`src/rtl/serial_rx_pkg.sv`:
```
package serial_rx_pkg;
  localparam int DATA_W = 8;
  localparam int CHAR_W = DATA_W + 1;

  typedef enum logic {S_IDLE, S_BITS} rx_state_t;

  typedef struct packed {
    logic [CHAR_W-1:0] data;
    logic              frame_err;
    logic              par_err;
    logic              overrun;
  } rx_entry_t;
endpackage

```
`src/rtl/rx_bit_sampler.sv`:
```
module rx_bit_sampler
  import serial_rx_pkg::*;
#(
  parameter int OSR_NORM = 16,
  parameter int OSR_FAST = 8
) (
  input  logic              clk,
  input  logic              rst,
  input  logic              rx_in,
  input  logic              tick,
  input  logic              cfg_fast,
  input  logic              cfg_extra,
  input  logic              cfg_par_en,
  input  logic              cfg_par_odd,
  input  logic              cfg_addr_flt,
  output logic              start_seen,
  output logic              frm_valid,
  output logic [CHAR_W-1:0] frm_data,
  output logic              frm_fe,
  output logic              frm_pe,
  output logic              frm_drop
);
  localparam int CW = $clog2(OSR_NORM);
  localparam int IW = $clog2(CHAR_W + 4);
  localparam logic [CW-1:0] LAST_N = CW'(OSR_NORM - 1);
  localparam logic [CW-1:0] LAST_F = CW'(OSR_FAST - 1);
  localparam logic [CW-1:0] MID_N  = CW'(OSR_NORM / 2);
  localparam logic [CW-1:0] MID_F  = CW'(OSR_FAST / 2);

  logic              sync1, rx_s, prev;
  rx_state_t         st;
  logic [CW-1:0]     cnt;
  logic [IW-1:0]     idx;
  logic [2:0]        votes;
  logic [CHAR_W-1:0] shreg;
  logic              acc;
  logic              fast_q, ext_q, par_q, odd_q, addr_q;

  logic [CW-1:0] last_c, mid_c;
  logic          in_win, bit_v, store_bit;
  logic [IW-1:0] stop_idx, wr_pos;

  always_comb begin
    last_c    = fast_q ? LAST_F : LAST_N;
    mid_c     = fast_q ? MID_F : MID_N;
    in_win    = (cnt == mid_c - CW'(1)) || (cnt == mid_c) || (cnt == mid_c + CW'(1));
    bit_v     = (votes[0] & votes[1]) | (votes[0] & votes[2]) | (votes[1] & votes[2]);
    stop_idx  = IW'(CHAR_W) + IW'(ext_q) + IW'(par_q);
    wr_pos    = idx - IW'(1);
    store_bit = (idx <= IW'(CHAR_W - 1)) || (ext_q && idx == IW'(CHAR_W));
  end

  always_ff @(posedge clk) begin
    if (rst) begin
      sync1 <= 1'b1;
      rx_s  <= 1'b1;
    end else begin
      sync1 <= rx_in;
      rx_s  <= sync1;
    end
  end

  always_ff @(posedge clk) begin
    if (rst) begin
      st <= S_IDLE; prev <= 1'b1; cnt <= '0; idx <= '0; votes <= '0;
      shreg <= '0; acc <= 1'b0;
      fast_q <= 1'b0; ext_q <= 1'b0; par_q <= 1'b0; odd_q <= 1'b0; addr_q <= 1'b0;
      start_seen <= 1'b0; frm_valid <= 1'b0; frm_data <= '0;
      frm_fe <= 1'b0; frm_pe <= 1'b0; frm_drop <= 1'b0;
    end else begin
      start_seen <= 1'b0;
      frm_valid  <= 1'b0;
      if (tick) begin
        prev <= rx_s;
        case (st)
          S_IDLE: begin
            if (prev && !rx_s) begin
              st <= S_BITS; cnt <= CW'(1); idx <= '0; votes <= '0;
              shreg <= '0; acc <= 1'b0; start_seen <= 1'b1;
              fast_q <= cfg_fast; ext_q <= cfg_extra; par_q <= cfg_par_en;
              odd_q <= cfg_par_odd; addr_q <= cfg_addr_flt;
            end
          end
          default: begin
            if (in_win) votes <= {votes[1:0], rx_s};
            if (cnt == last_c) begin
              cnt <= '0;
              if (idx == '0) begin
                if (bit_v) st <= S_IDLE;
                else idx <= IW'(1);
              end else if (idx == stop_idx) begin
                frm_valid <= 1'b1;
                frm_data  <= shreg;
                frm_fe    <= ~bit_v;
                frm_pe    <= par_q & (acc ^ odd_q);
                frm_drop  <= addr_q & ~shreg[CHAR_W-1];
                st        <= S_IDLE;
              end else begin
                if (store_bit) shreg[wr_pos] <= bit_v;
                acc <= acc ^ bit_v;
                idx <= idx + IW'(1);
              end
            end else begin
              cnt <= cnt + CW'(1);
            end
          end
        endcase
      end
    end
  end

  assert_fast_window_R7: assert property (@(posedge clk) disable iff (rst)
    (st == S_BITS && fast_q) |-> (cnt <= LAST_F));
  assert_frame_pulse_R1: assert property (@(posedge clk) disable iff (rst)
    frm_valid |=> !frm_valid);
  assert_start_from_idle_R1: assert property (@(posedge clk) disable iff (rst)
    start_seen |-> (st == S_BITS && idx == '0));
endmodule

```
`src/rtl/rx_frame_fifo.sv`:
```
module rx_frame_fifo
  import serial_rx_pkg::*;
#(
  parameter int DEPTH = 2
) (
  input  logic      clk,
  input  logic      rst,
  input  logic      push,
  input  rx_entry_t din,
  input  logic      pop,
  output rx_entry_t head,
  output logic      full,
  output logic      empty
);
  localparam int PW   = (DEPTH > 1) ? $clog2(DEPTH) : 1;
  localparam int CNTW = $clog2(DEPTH + 1);
  localparam logic [PW-1:0]   PTR_LAST = PW'(DEPTH - 1);
  localparam logic [CNTW-1:0] CNT_FULL = CNTW'(DEPTH);

  rx_entry_t       mem [DEPTH];
  logic [PW-1:0]   wr_ptr, rd_ptr;
  logic [CNTW-1:0] count;
  logic            do_push, do_pop;

  assign full    = (count == CNT_FULL);
  assign empty   = (count == '0);
  assign do_push = push && !full;
  assign do_pop  = pop && !empty;
  assign head    = mem[rd_ptr];

  always_ff @(posedge clk) begin
    if (do_push) mem[wr_ptr] <= din;
  end

  always_ff @(posedge clk) begin
    if (rst) begin
      wr_ptr <= '0; rd_ptr <= '0; count <= '0;
    end else begin
      if (do_push) wr_ptr <= (wr_ptr == PTR_LAST) ? '0 : wr_ptr + PW'(1);
      if (do_pop)  rd_ptr <= (rd_ptr == PTR_LAST) ? '0 : rd_ptr + PW'(1);
      case ({do_push, do_pop})
        2'b10:   count <= count + CNTW'(1);
        2'b01:   count <= count - CNTW'(1);
        default: count <= count;
      endcase
    end
  end

  assert_count_bound_R2: assert property (@(posedge clk) disable iff (rst)
    count <= CNT_FULL);
  assert_empty_pop_R10: assert property (@(posedge clk) disable iff (rst)
    (pop && empty && !push) |=> empty);
endmodule

```
`src/rtl/serial_rx_core.sv`:
```
module serial_rx_core
  import serial_rx_pkg::*;
#(
  parameter int OSR_NORM = 16,
  parameter int OSR_FAST = 8,
  parameter int DEPTH    = 2
) (
  input  logic              clk,
  input  logic              rst,
  input  logic              rx_line,
  input  logic              baud_tick,
  input  logic              cfg_par_en,
  input  logic              cfg_par_odd,
  input  logic              cfg_nine_bit,
  input  logic              cfg_fast,
  input  logic              cfg_addr_filter,
  input  logic              cfg_irq_en,
  input  logic              glb_irq_en,
  input  logic              rd_pop,
  output logic [DATA_W-1:0] rd_data,
  output logic              rd_bit8,
  output logic              rd_frame_err,
  output logic              rd_par_err,
  output logic              rd_overrun,
  output logic              rx_ready,
  output logic              irq
);
  logic              start_seen, frm_valid, frm_fe, frm_pe, frm_drop;
  logic [CHAR_W-1:0] frm_data;
  rx_entry_t         hold_q, head;
  logic              hold_v, ovr_arm, fifo_full, fifo_empty, irq_q;

  rx_bit_sampler #(.OSR_NORM(OSR_NORM), .OSR_FAST(OSR_FAST)) u_sampler (
    .clk(clk), .rst(rst), .rx_in(rx_line), .tick(baud_tick),
    .cfg_fast(cfg_fast), .cfg_extra(cfg_nine_bit | cfg_addr_filter),
    .cfg_par_en(cfg_par_en), .cfg_par_odd(cfg_par_odd), .cfg_addr_flt(cfg_addr_filter),
    .start_seen(start_seen), .frm_valid(frm_valid), .frm_data(frm_data),
    .frm_fe(frm_fe), .frm_pe(frm_pe), .frm_drop(frm_drop)
  );

  rx_frame_fifo #(.DEPTH(DEPTH)) u_fifo (
    .clk(clk), .rst(rst), .push(hold_v), .din(hold_q), .pop(rd_pop),
    .head(head), .full(fifo_full), .empty(fifo_empty)
  );

  always_ff @(posedge clk) begin
    if (rst) begin
      hold_q <= '0; hold_v <= 1'b0; ovr_arm <= 1'b0; irq_q <= 1'b0;
    end else begin
      irq_q <= cfg_irq_en & glb_irq_en & ~fifo_empty;
      if (hold_v && !fifo_full) hold_v <= 1'b0;
      if (start_seen && fifo_full && hold_v) begin
        hold_v  <= 1'b0;
        ovr_arm <= 1'b1;
      end
      if (frm_valid && !frm_drop) begin
        hold_q  <= '{data: frm_data, frame_err: frm_fe, par_err: frm_pe, overrun: ovr_arm};
        hold_v  <= 1'b1;
        ovr_arm <= 1'b0;
      end
    end
  end

  assign rx_ready     = ~fifo_empty;
  assign rd_data      = fifo_empty ? '0 : head.data[DATA_W-1:0];
  assign rd_bit8      = fifo_empty ? 1'b0 : head.data[CHAR_W-1];
  assign rd_frame_err = fifo_empty ? 1'b0 : head.frame_err;
  assign rd_par_err   = fifo_empty ? 1'b0 : head.par_err;
  assign rd_overrun   = fifo_empty ? 1'b0 : head.overrun;
  assign irq          = irq_q;

  assert_filter_drop_R9: assert property (@(posedge clk) disable iff (rst)
    (frm_valid && frm_drop && !hold_v) |=> !hold_v);
  assert_overrun_cause_R3: assert property (@(posedge clk) disable iff (rst)
    $rose(ovr_arm) |-> $past(fifo_full && hold_v));
  assert_irq_needs_data_R11: assert property (@(posedge clk) disable iff (rst)
    $past(fifo_empty) |-> !irq);
endmodule

```
`config.mk`:
```
export PLATFORM = sky130hd
export DESIGN_NAME = serial_rx_core
export DESIGN_NICKNAME = d
export VERILOG_FILES = /design/src/rtl/serial_rx_pkg.sv /design/src/rtl/rx_bit_sampler.sv /design/src/rtl/rx_frame_fifo.sv /design/src/rtl/serial_rx_core.sv
export SDC_FILE = /design/constraint.sdc
export NUM_CORES = 1
export LEC_CHECK = 0
export BUFFER_PORTS_ARGS = -buffer_cell sky130_fd_sc_hd__buf_2
export CAP_MARGIN = 20
export CORE_ASPECT_RATIO = 0.5
export CORE_MARGIN = 1.5
export CORE_UTILIZATION = 54
export CTS_CLUSTER_SIZE = 24
export DETAILED_ROUTE_END_ITERATION = 10
export GPL_ROUTABILITY_DRIVEN = 0
export HOLD_SLACK_MARGIN = 0.02
export PLACE_DENSITY = 0.75
export SLEW_MARGIN = 30
export SYNTH_ARGS = -nofsm -noshare
export SYNTH_HDL_FRONTEND = slang
export SYNTH_SLANG_ARGS = --single-unit
export TNS_END_PERCENT = 100
```
`constraint.sdc`:
```
create_clock -name clk -period 1.82 [get_ports clk]
set_input_delay 0.091 -clock clk [delete_from_list [all_inputs] [get_ports clk]]
set_output_delay 0.091 -clock clk [all_outputs]
set_load 0.01 [all_outputs]
```
Yosys cells after proc, flatten, opt, wreduce, memory -nomap -nowiden
Memories as Yosys holds them, arrays and structs flattened. A register that Yosys moved wholly into a read port is not among the register bits.
Index checks and enable logic that the tools add are counted.
Cells by class
  $add $sub $neg: 11
  magnitude comparators: 3
  equality and inequality tests: 16
  muxes and demuxes: 50
  bitwise logic cells: 19
  reduce and logical (&&, ||, !) cells: 30
Operators by type and width (count)
  two-way mux 9 bit: 6
  two-way mux 4 bit: 11
  two-way mux 1 bit: 26
  equality test 4 bit: 5
  AND reduction 5 bit: 3
  adder 4 x 1 -> 4 bit (second input constant): 3
  inequality test 2 bit (second input constant): 5
  bitwise mux 9 bit: 1
  two-way mux 3 bit: 3
  logical AND 1 bit: 8
  two-way mux 8 bit: 1
  subtractor 4 x 1 -> 4 bit (second input constant): 2
  AND 1 bit: 7
  inverter 1 bit: 7
  inequality test 3 bit (second input constant): 2
  AND reduction 3 bit: 2
  AND reduction 6 bit: 1
  < comparator 4 x 5 -> 1 bit (second input constant): 1
  OR reduction 5 bit: 1
  adder 4 x 1 -> 4 bit: 1
  adder 4 x 1 -> 4 bit (first input constant): 1
  demux 1 bit (select 4 bit): 1
  equality test 2 bit (second input constant): 2
  equality test 4 bit (second input constant): 1
  18 further kinds: 28
Word-level totals
  bits in registers: 63
  bits in writable memories: 24
  input port bits: 12
  output and inout bits: 14
  memories: 1
Memories
  u_fifo.mem: depth 2, width 12, rd ports 1, clocked after Yosys merged registers in 1, write ports 1, line rx_frame_fifo.sv:20  | rx_entry_t mem [DEPTH];

Depth between registers and ports, before layout
Gate-level depths: netlist (run 1).
  depth in word-level cells: 11
  gate-level depth with buffers: 8
  mapped depth without buffers: 7

Cells and area by module
Synthesis (run 1) repeated with hierarchy kept, for this count alone.
Unflattened totals
  cell total of the unflattened synthesis: 414
  area total of the unflattened synthesis: 3916.3 sq um
By module, submodules not included
  rx_bit_sampler: times used 1, cells an instance 275, area each 2223.4 sq um
  rx_frame_fifo: times used 1, cells an instance 63, area each 1084.8 sq um
  serial_rx_core: times used 1, cells an instance 76, area each 608.1 sq um

Worst setup path before layout (run 1)
OpenSTA, ideal clock, no wires.
  path kind: register to register
  from: register u_sampler.par_q
  to: register u_sampler.frm_drop
  setup time: 0.070 ns
  arrival time: 1.874 ns
  data required time: 1.750 ns
  path slack: -0.124 ns
  cell stages (with the launch flop): 8
  buffers on the path: 0
  cells stage by stage: dfxtp_1 -> inv_1 -> ha_1 -> xnor2_1 -> or4_4 -> nand3b_4 -> or3b_1 -> a21oi_1
Between the ends
  cells in the longest elaborated chain, start to end: 3
Ends and longest elaborated chain
  start, declared: line rx_bit_sampler.sv:37  | logic fast_q, ext_q, par_q, odd_q, addr_q;
  start signal, assigned: line rx_bit_sampler.sv:80  | fast_q <= cfg_fast; ext_q <= cfg_extra; par_q <= cfg_par_en;
  adder 4 x 1 -> 4 bit: line rx_bit_sampler.sv:48  | stop_idx = IW'(CHAR_W) + IW'(ext_q) + IW'(par_q);
  equality test 4 bit: line rx_bit_sampler.sv:91  | end else if (idx == stop_idx) begin
  AND reduction 5 bit (no source line)
  end signal, assigned: line rx_bit_sampler.sv:96  | frm_drop <= addr_q & ~shreg[CHAR_W-1];
  end, declared: line rx_bit_sampler.sv:21  | output logic frm_drop
No other way between the ends.
A chain may end at the register's enable or synchronous reset.

Worst setup path after layout (run 1)
  from: register u_sampler.ext_q
  to: register u_sampler.frm_pe
Between the ends
  cells in the longest elaborated chain, start to end: 4
Ends and longest elaborated chain
  start, declared: line rx_bit_sampler.sv:37
  start signal, assigned: line rx_bit_sampler.sv:80
  adder 4 x 1 -> 4 bit (2 in series): line rx_bit_sampler.sv:48
  equality test 4 bit: line rx_bit_sampler.sv:91
  AND reduction 5 bit (no source line)
  end signal, assigned: line rx_bit_sampler.sv:95  | frm_pe <= par_q & (acc ^ odd_q);
  end, declared: line rx_bit_sampler.sv:20  | output logic frm_pe,
No other way between the ends.

==> qor.txt, run 1 <==
HP Class: input pin to register
Final WS setup: -0.135 ns
Core Region: 6700 sq um
IO Count: 26
Post-synth EDFFs: 24
critical path arrival: 2.22 ns
vias in the first global route: 2,743
via count: 2,992
Mapped Avg Cell Area: 9.73 sq um
Final Max Slew Viols: 0
synth unique cells: 51
starting density of the core: 56.2%
die area: 7510 sq um
Die X: 121 microns
H-tree level count: 3
Residual DRC: 0
ranking of synthesized cells by area: dfxtp_1, edfxtp_1, mux2i_1
worst ir drop on vdd: 0.000390 V
minimum clock period: 1.96 ns
top cell type's share of synthesized area: 34.0%
Fin Clk Skew: 0.00666 ns
CP required: 2.09 ns
area delta synth->final: 23.6%
first-pass GRT wire length: 12,800 microns
Net Count, Synth: 408
Clk Latency, worst-skew pair: 0.34 ns
Inserted Diodes: 0
GRT Total Usage: 22.1%
Yosys top cell by area: dfxtp_1
fmax: 511 MHz
Sink Count: 88
Post-Route WL: 7960 microns
largest net degree at the start of global routing: 35
final antenna-violating net count: 0
worst setup path class: register to register
max-cap viol count: 0
grt ovf: 0
status: complete, but fails checks
initial antenna violation count: 0
Die Ht: 62.0 microns
Post-synth ARST share: 0%
synthesized area: 3760 sq um
worst-path fanout max: 4
# nets final: 460
Slew headroom: 62.0%
Core Util, Final: 69.4%
unrepaired setup endpoints after global routing: yes
Critical Path End Type: register
total negative slack: -1.05 ns
Pleak: 1.83 nW
CTS tree: yes
Worst-Margin Slew: 0.565 ns
Pwr Density: 880 nW/um^2
drt pass-1 iters: 5
CTS Buf Count: 9
Rows: 21
Ys Warns: 0
hpwl dp: 5010 microns
crit share post-route: 107%
Worst setup SP type: register
vias per cell: 5.58
share of cells above drive strength 1: 22.1%
placed cell count: 509
Tot Pwr: 4.10 mW
most frequent cells in the layout: dfxtp_1, nand2_1, nor2_1
drt wl/cell: 14.8 microns
CTS root buffer: clkbuf_16
final count of hold timing violations: 0
commonest non-fill, non-tap cell in the layout: dfxtp_1
Iter 0 DRT Violations: 303
Top FF cell, synth: dfxtp_1
Post-Synthesis Cells: 387
FF+latch count, synth: 88
Cell Count, Final, Fillers Out: 536
final-layout worst hold slack: 0.0314 ns
Clk pin slew, worst setup/hold paths: 0.06 ns
Port Buffers: 25
Setup-failing EPs final: 20
failing checks: setup timing
sequential share of the synthesized area: 53.2%
clk buf depth: 2
==> sequential cells by signal, indices dropped and copies added, names as in the netlist, 2 cells and up, named ones only <==
register	cells
hold_q	12
u_sampler.idx	4
u_sampler.votes	3
u_sampler.shreg	9
u_fifo.count	2
u_sampler.cnt	4
u_fifo.mem	24
u_sampler.frm_data	9
==> area by class of cell <==
class	count	area, sq um
Clock inverter	6	92.6
Sequential cell	88	2010
Tap cell	92	115
Timing Repair Buffer	62	449
Inverter	14	52.6
Fill cell	476	2050
Clock buffer	10	229
Multi-Input combinational cell	264	1700
==> metrics by stage <==
stage          cell area [sq um]  worst slack, ns
3_5_place_dp                4140           -0.123
2_1_floorplan               3770          -0.0978
5_1_grt                     4650           -0.179
3_3_place_gp                4140          -0.0893
4_1_cts                     4580           -0.106
6_report                    4650           -0.135
==> timing repair <==
| action | 4_1_cts | 5_1_grt |
|---|---|---|
| resized for setup | 11 | 14 |
| hold endpoints to repair | 6 | 0 |
| gates cloned | 0 | 0 |
| hold buffers | 7 | 0 |
| setup endpoints to repair | 28 | 29 |
| buffers inserted | 1 | 3 |
| pin swaps | 7 | 8 |
==> metal layers <==
metal / share of wire (%) / up-vias / routed length [microns] / track usage (%)
li1: - / 1455 / - / -
met1: 45 / 1394 / 3550 / 27.0
met2: 48 / 121 / 3820 / 38.9
met3: 5.3 / 22 / 418 / 5.84
met4: 2.1 / 0 / 167 / 9.24
met5: 0 / - / 0 / 0
==> critical path, cell delays in order (launching register included) <==
cell and delay, ns:
dfxtp_2 0.34, inv_2 0.05, ha_4 0.23, xnor2_2 0.13, or4_4 0.43, nand3b_4 0.20, or3_1 0.39, a21oi_1 0.12
==> cell usage after synthesis (all sizes together), types with 7 or more instances <==
master and n:
dfxtp 64, nand2 53, inv 14, mux2i 31
nor2 42, edfxtp 24, nand3 8, clkbuf 16
a21oi 26, o21ai 12, nor2b 7, nand4 8
ha 9
==> final timing paths <==
check	start	endpoint	slack, ns	cells past startpoint
hold / removal	baud_tick	u_sampler.prev	0.03	2
setup reg to reg	u_sampler.ext_q	u_sampler.frm_pe	-0.14	7
setup / recovery	u_sampler.ext_q	u_sampler.frm_pe	-0.14	7
hold reg to reg	u_sampler.sync1	u_sampler.rx_s	0.41	1
==> power by group <==
part	total, mW	switching [mW]	internal, mW
clock network	1.95	0.741	1.21
logic	0.128	0.0705	0.0577
registers	2.02	0.0103	2.01
total	4.10	0.822	3.27
==> cells by family after synthesis <==
group                      count (synthesis)  share of synthesized area, %
xor gates and xnor gates                   8                          1.86
adders and majority gates                 10                          3.26
muxes                                     32                          8.54
AOI/OAI and AO/OA                         66                          10.8
DFF                                       88                          53.2
and+or+nand+nor                          148                          18.6
buffers and inverters                     35                          3.66
Note: power is estimated with default switching activity, not from simulation.
==> run 2, diff against run 1 <==
CORE_UTILIZATION = 56   (was 54)
CTS_BUF_LIST = sky130_fd_sc_hd__clkbuf_8   (was unset)
PLACE_DENSITY = 0.78   (was 0.75)
SLEW_MARGIN = 10   (was 30)
==> run 2 against run 1 <==
The run still ends with setup timing left; worst hold slack better by 0.027 ns; via count is 1.5% lower; flip-flop and latch count stayed put; clock skew is 0.0022 ns higher; combinational power hardly changed; die area is 3.4% lower; largest cell class unchanged; largest power group unchanged; highest routed layer unchanged.
==> qor.txt, run 2 (synthesis results as in run 1) <==
Cell Int Power: 2.56 mW
share of cells above drive strength 1: 22.2%
final-layout worst hold slack: 0.0588 ns
drt wl/cell: 15.2 microns
Final WS setup: -0.153 ns
Filler Cell Count: 440
NetSw: 0.768 mW
Die X: 119 microns
final count of hold timing violations: 0
Inserted Diodes: 0
CTS root buffer: clkbuf_8
Pwr Density: 736 nW/um^2
die area: 7250 sq um
failing checks: setup timing
final antenna-violating net count: 0
unrepaired setup endpoints after global routing: yes
worst stage delay on the critical path: 0.44 ns
# nets final: 463
Post-Place Cell Area: 4140 sq um
status: complete, but fails checks
Iter 0 DRT Violations: 152
initial antenna violation count: 0
max-cap viol count: 0
Seq pwr share: 60.6%
crit share post-route: 108%
Comb pwr share: 3.8%
GRT Total Usage: 23.0%
Port Buffers: 25
Sw Share: 23.1%
IO Count: 26
Clk pin slew, worst setup/hold paths: 0.09 ns
worst setup path class: register to register
cells along the critical path: inv_2 > ha_4 > xnor2_2 > or4_4 > nand3b_4 > or3b_1 > a21oi_1
pre-CTS setup slack: -0.208 ns
largest net degree at the start of global routing: 34
Rows: 20
Residual DRC: 0
Worst setup SP type: register
grt ovf: 0
design area: 4520 sq um
minimum clock period: 1.97 ns
Core Region: 6280 sq um
HP Class: input pin to register
CP required: 2.12 ns
CTS tree: yes
Worst-Margin Slew: 0.590 ns
Slew headroom: 60.2%
clk buf depth: 2
Post-Route WL: 8090 microns
first-pass GRT wire length: 12,700 microns
Clk Latency, worst-skew pair: 0.36 ns
Fin Clk Skew: 0.00887 ns
Biggest register: u_fifo.mem
Pleak: 1.78 nW
Regs by FF count: u_fifo.mem x24, hold_q x12
Setup-failing EPs final: 23
max reg flops: 24
area delta synth->final: 20.0%
hpwl dp: 5360 microns
CTS Buf Count: 9
critical path's slowest cell: or4_4
Critical Path End Type: register
Sink Count: 88
Tot Pwr: 3.32 mW
fraction of power consumed by the clock network: 35.6%
via count: 2,947
starting density of the core: 59.9%
Final Max Slew Viols: 0
drt pass-1 iters: 5
vias in the first global route: 2,778
worst ir drop on vdd: 0.000484 V
vias per cell: 5.52
critical path arrival: 2.27 ns
Die Ht: 61.0 microns
fmax: 507 MHz
worst-path fanout max: 4
H-tree level count: 3
commonest non-fill, non-tap cell in the layout: dfxtp_1
most frequent cells in the layout: dfxtp_1, nand2_1, nor2_1
==> run 2: path summary, 6_finish.rpt <==
kind	slack [ns]	end	from	depth (start not counted)
max	-0.15	u_sampler.frm_drop	u_sampler.ext_q	7
min	0.06	u_sampler.ext_q	cfg_nine_bit	3
max reg2reg	-0.15	u_sampler.frm_drop	u_sampler.ext_q	7
min reg2reg	0.41	u_sampler.rx_s	u_sampler.sync1	1
==> run 2: critical path: cells and delay by family (launching register included) <==
family          cells  cell delay, ns
compound gates      1            0.13
xor+xnor            1            0.14
fa+ha+maj           1            0.24
buf+inv             1            0.05
flops               1            0.35
simple gates        3            1.02
==> run 2: power groups by stage <==
stage	Clock (mW)	Combinational [mW]	Sequential [mW]
6_report	1.18	0.127	2.01
5_1_grt	1.27	0.139	2.01
4_1_cts	1.19	0.122	2.02
3_5_place_dp	0	0.103	2.06
3_3_place_gp	0	0.0985	2.06
2_1_floorplan	0	0.0645	2.06
==> run 2: area by class of cell <==
| cell class | count | area [sq um] | share of cell area (%) |
|---|---|---|---|
| Timing Repair Buffer | 65 | 465 | 10.3 |
| Clock buffer | 9 | 124 | 2.74 |
| Tap cell | 88 | 110 | 2.44 |
| Multi-Input combinational cell | 264 | 1710 | 37.8 |
| Sequential cell | 88 | 2010 | 44.6 |
| Clock inverter | 6 | 43.8 | 0.970 |
| Inverter | 14 | 52.6 | 1.16 |
==> run 2: stage by stage <==
step	cells	utilization [%]	setup TNS, ns
after floorplan	387	-	-0.951
after detailed placement	507	65.9	-3.79
final	534	71.9	-1.90
after CTS	532	70.8	-1.55
after global placement	507	65.9	-1.81
after global routing	534	71.9	-3.63
==> run 2: per-layer routing <==
layer,track usage (%),part of all wire [%],routed length (microns),vias to the layer above
met2,42.2,48,3910,97
met3,6.39,4.8,388,23
met5,0,0,0,-
li1,-,-,-,1467
met1,26.9,44,3590,1360
met4,8.95,2.6,207,0
==> run 2: what timing repair did <==
item,4_1_cts,5_1_grt
endpoints found under the hold margin,7,0
setup buffers,2,2
gates resized for setup,13,12
pin swaps,9,5
setup endpoints to repair,26,29
hold buffers,8,0
==> run 3, diff against run 2 <==
CORE_UTILIZATION = 58   (was 56)
PLACE_DENSITY = 0.77   (was 0.78)
clock period = 2.2 ns   (was 1.82 ns; I/O delays follow)
==> run 3 against run 2 <==
The flow now finishes without violations; routed wire length shrank 12%; critical path type unchanged; via count fell by 5.5%; clock power down 14%; flip-flop and latch count is the same; critical endpoint is now u_sampler.idx[1]; sequential power is 17% lower; core utilization shrank 2.6 points.
==> qor.txt, run 3 (synthesis results as in run 1) <==
status: completed
Clk Latency, worst-skew pair: 0.37 ns
Inserted Diodes: 0
grt ovf: 0
top sig layer: met4
CP required: 2.46 ns
Pwr Density: 651 nW/um^2
cells along the critical path: inv_1 > ha_4 > xnor2_1 > or4_4 > and2_1 > a31o_2 > mux2i_1
Metal-1 WL: 3320 microns
HP Class: input pin to register
Slew headroom: 47.5%
Biggest register: u_fifo.mem
# nets final: 441
CTS tree: yes
vias per cell: 5.43
H-tree level count: 3
critical path's slowest cell: or4_4
area delta synth->final: 13.3%
Sw Share: 22.8%
crit share post-route: 92.9%
worst setup path class: register to register
Cell Int Power: 2.14 mW
most frequent cells in the layout: dfxtp_1, nand2_1, nor2_1
Die Ht: 60.0 microns
drt wl/cell: 13.9 microns
CTS Buf Count: 9
fraction of power consumed by the clock network: 36.6%
unrepaired setup endpoints after global routing: no
IO Count: 26
commonest non-fill, non-tap cell in the layout: dfxtp_1
minimum clock period: 2.04 ns
design area: 4260 sq um
Final Max Slew Viols: 0
Iter 0 DRT Violations: 205
Post-Place Cell Area: 3990 sq um
initial antenna violation count: 0
Cell Count, Final, Fillers Out: 513
final-layout worst hold slack: 0.0542 ns
Setup-failing EPs final: 0
fmax: 489 MHz
worst-path fanout max: 12
Port Buffers: 25
Seq pwr share: 60.1%
starting density of the core: 61.1%
Worst setup SP type: register
WL met2: 3270 microns
die area: 7010 sq um
via count: 2,785
Comb pwr share: 3.3%
Critical Path End Type: register
clk buf depth: 2
Clk pin slew, worst setup/hold paths: 0.08 ns
max-cap viol count: 0
Final WS setup: 0.155 ns
NetSw: 0.633 mW
Core Region: 6160 sq um
pre-CTS setup slack: 0.110 ns
final count of hold timing violations: 0
Worst-Margin Slew: 0.785 ns
Residual DRC: 0
CTS root buffer: clkbuf_8
Sink Count: 88
Filler Cell Count: 470
met3 wire len: 365 microns
hpwl dp: 5030 microns
GRT Total Usage: 22.2%
worst stage delay on the critical path: 0.44 ns
Regs by FF count: u_fifo.mem x24, hold_q x12
Rows: 20
Post-Route WL: 7110 microns
largest net degree at the start of global routing: 33
vias in the first global route: 2,517
Pleak: 1.64 nW
worst ir drop on vdd: 0.000292 V
first-pass GRT wire length: 11,600 microns
drt pass-1 iters: 4
max reg flops: 24
total negative slack: 0 ns
share of cells above drive strength 1: 14.1%
placed cell count: 489
Fin Clk Skew: 0.00641 ns
critical path arrival: 2.30 ns
Die X: 117 microns
final antenna-violating net count: 0
-- run 3: power groups by stage --
stage	clock (mW)	sequential (mW)	combinational [mW]
finish	1.02	1.67	0.0907
global route	1.11	1.67	0.0996
CTS	1.03	1.67	0.0876
detailed placement	0	1.71	0.0764
global placement	0	1.71	0.0727
floorplan	0	1.70	0.0533
-- run 3: worst paths after layout --
check / cells after the start / from / slack (ns) / to
hold reg to reg: 1 / u_sampler.sync1 / 0.43 / u_sampler.rx_s
setup reg to reg: 7 / u_sampler.par_q / 0.16 / u_sampler.idx[1]
setup / recovery: 7 / u_sampler.par_q / 0.16 / u_sampler.idx[1]
hold / removal: 3 / cfg_nine_bit / 0.05 / u_sampler.ext_q
-- run 3: worst max-delay path: cells and delay by family (launching register included) --
kind / cells / cell delay, ns
AO/OA/AOI/OAI: 1 / 0.29
XOR/XNOR: 1 / 0.14
adder cells (fa/ha/maj): 1 / 0.25
buffers and inverters: 1 / 0.08
flip-flops: 1 / 0.33
multiplexers: 1 / 0.11
AND/OR/NAND/NOR: 2 / 0.73
-- run 3: final cells by class --
| type | instances | area (sq um) | share of cell area, % |
|---|---|---|---|
| sequential | 88 | 2000 | 47.0 |
| multi-input combinational | 264 | 1640 | 38.4 |
| timing repair buffer | 43 | 280 | 6.57 |
| clock buffer | 10 | 138 | 3.23 |
| tap | 88 | 110 | 2.58 |
| inverter | 14 | 52.6 | 1.23 |
| clock inverter | 6 | 42.5 | 0.998 |
-- run 3: layer usage --
layer	up-vias	global-route usage, %
met4	0	10.5
met2	77	35.9
met3	17	7.61
li1	1415	-
met1	1276	27.2
met5	-	0
-- run 3: per-stage QoR --
step | utilization, % | power (mW)
after floorplan | - | 1.75
after global placement | 64.8 | 1.78
after detailed placement | 64.8 | 1.78
after CTS | 69.0 | 2.79
after global routing | 69.2 | 2.88
final | 69.2 | 2.78
-- run 3: repair_timing --
| item | in CTS | in global routing |
|---|---|---|
| buffers inserted | 0 | 0 |
| hold buffers | 8 | 0 |
| hold endpoints to repair | 7 | 0 |
| setup endpoints to repair | 0 | 3 |
| resized for setup | 0 | 2 |
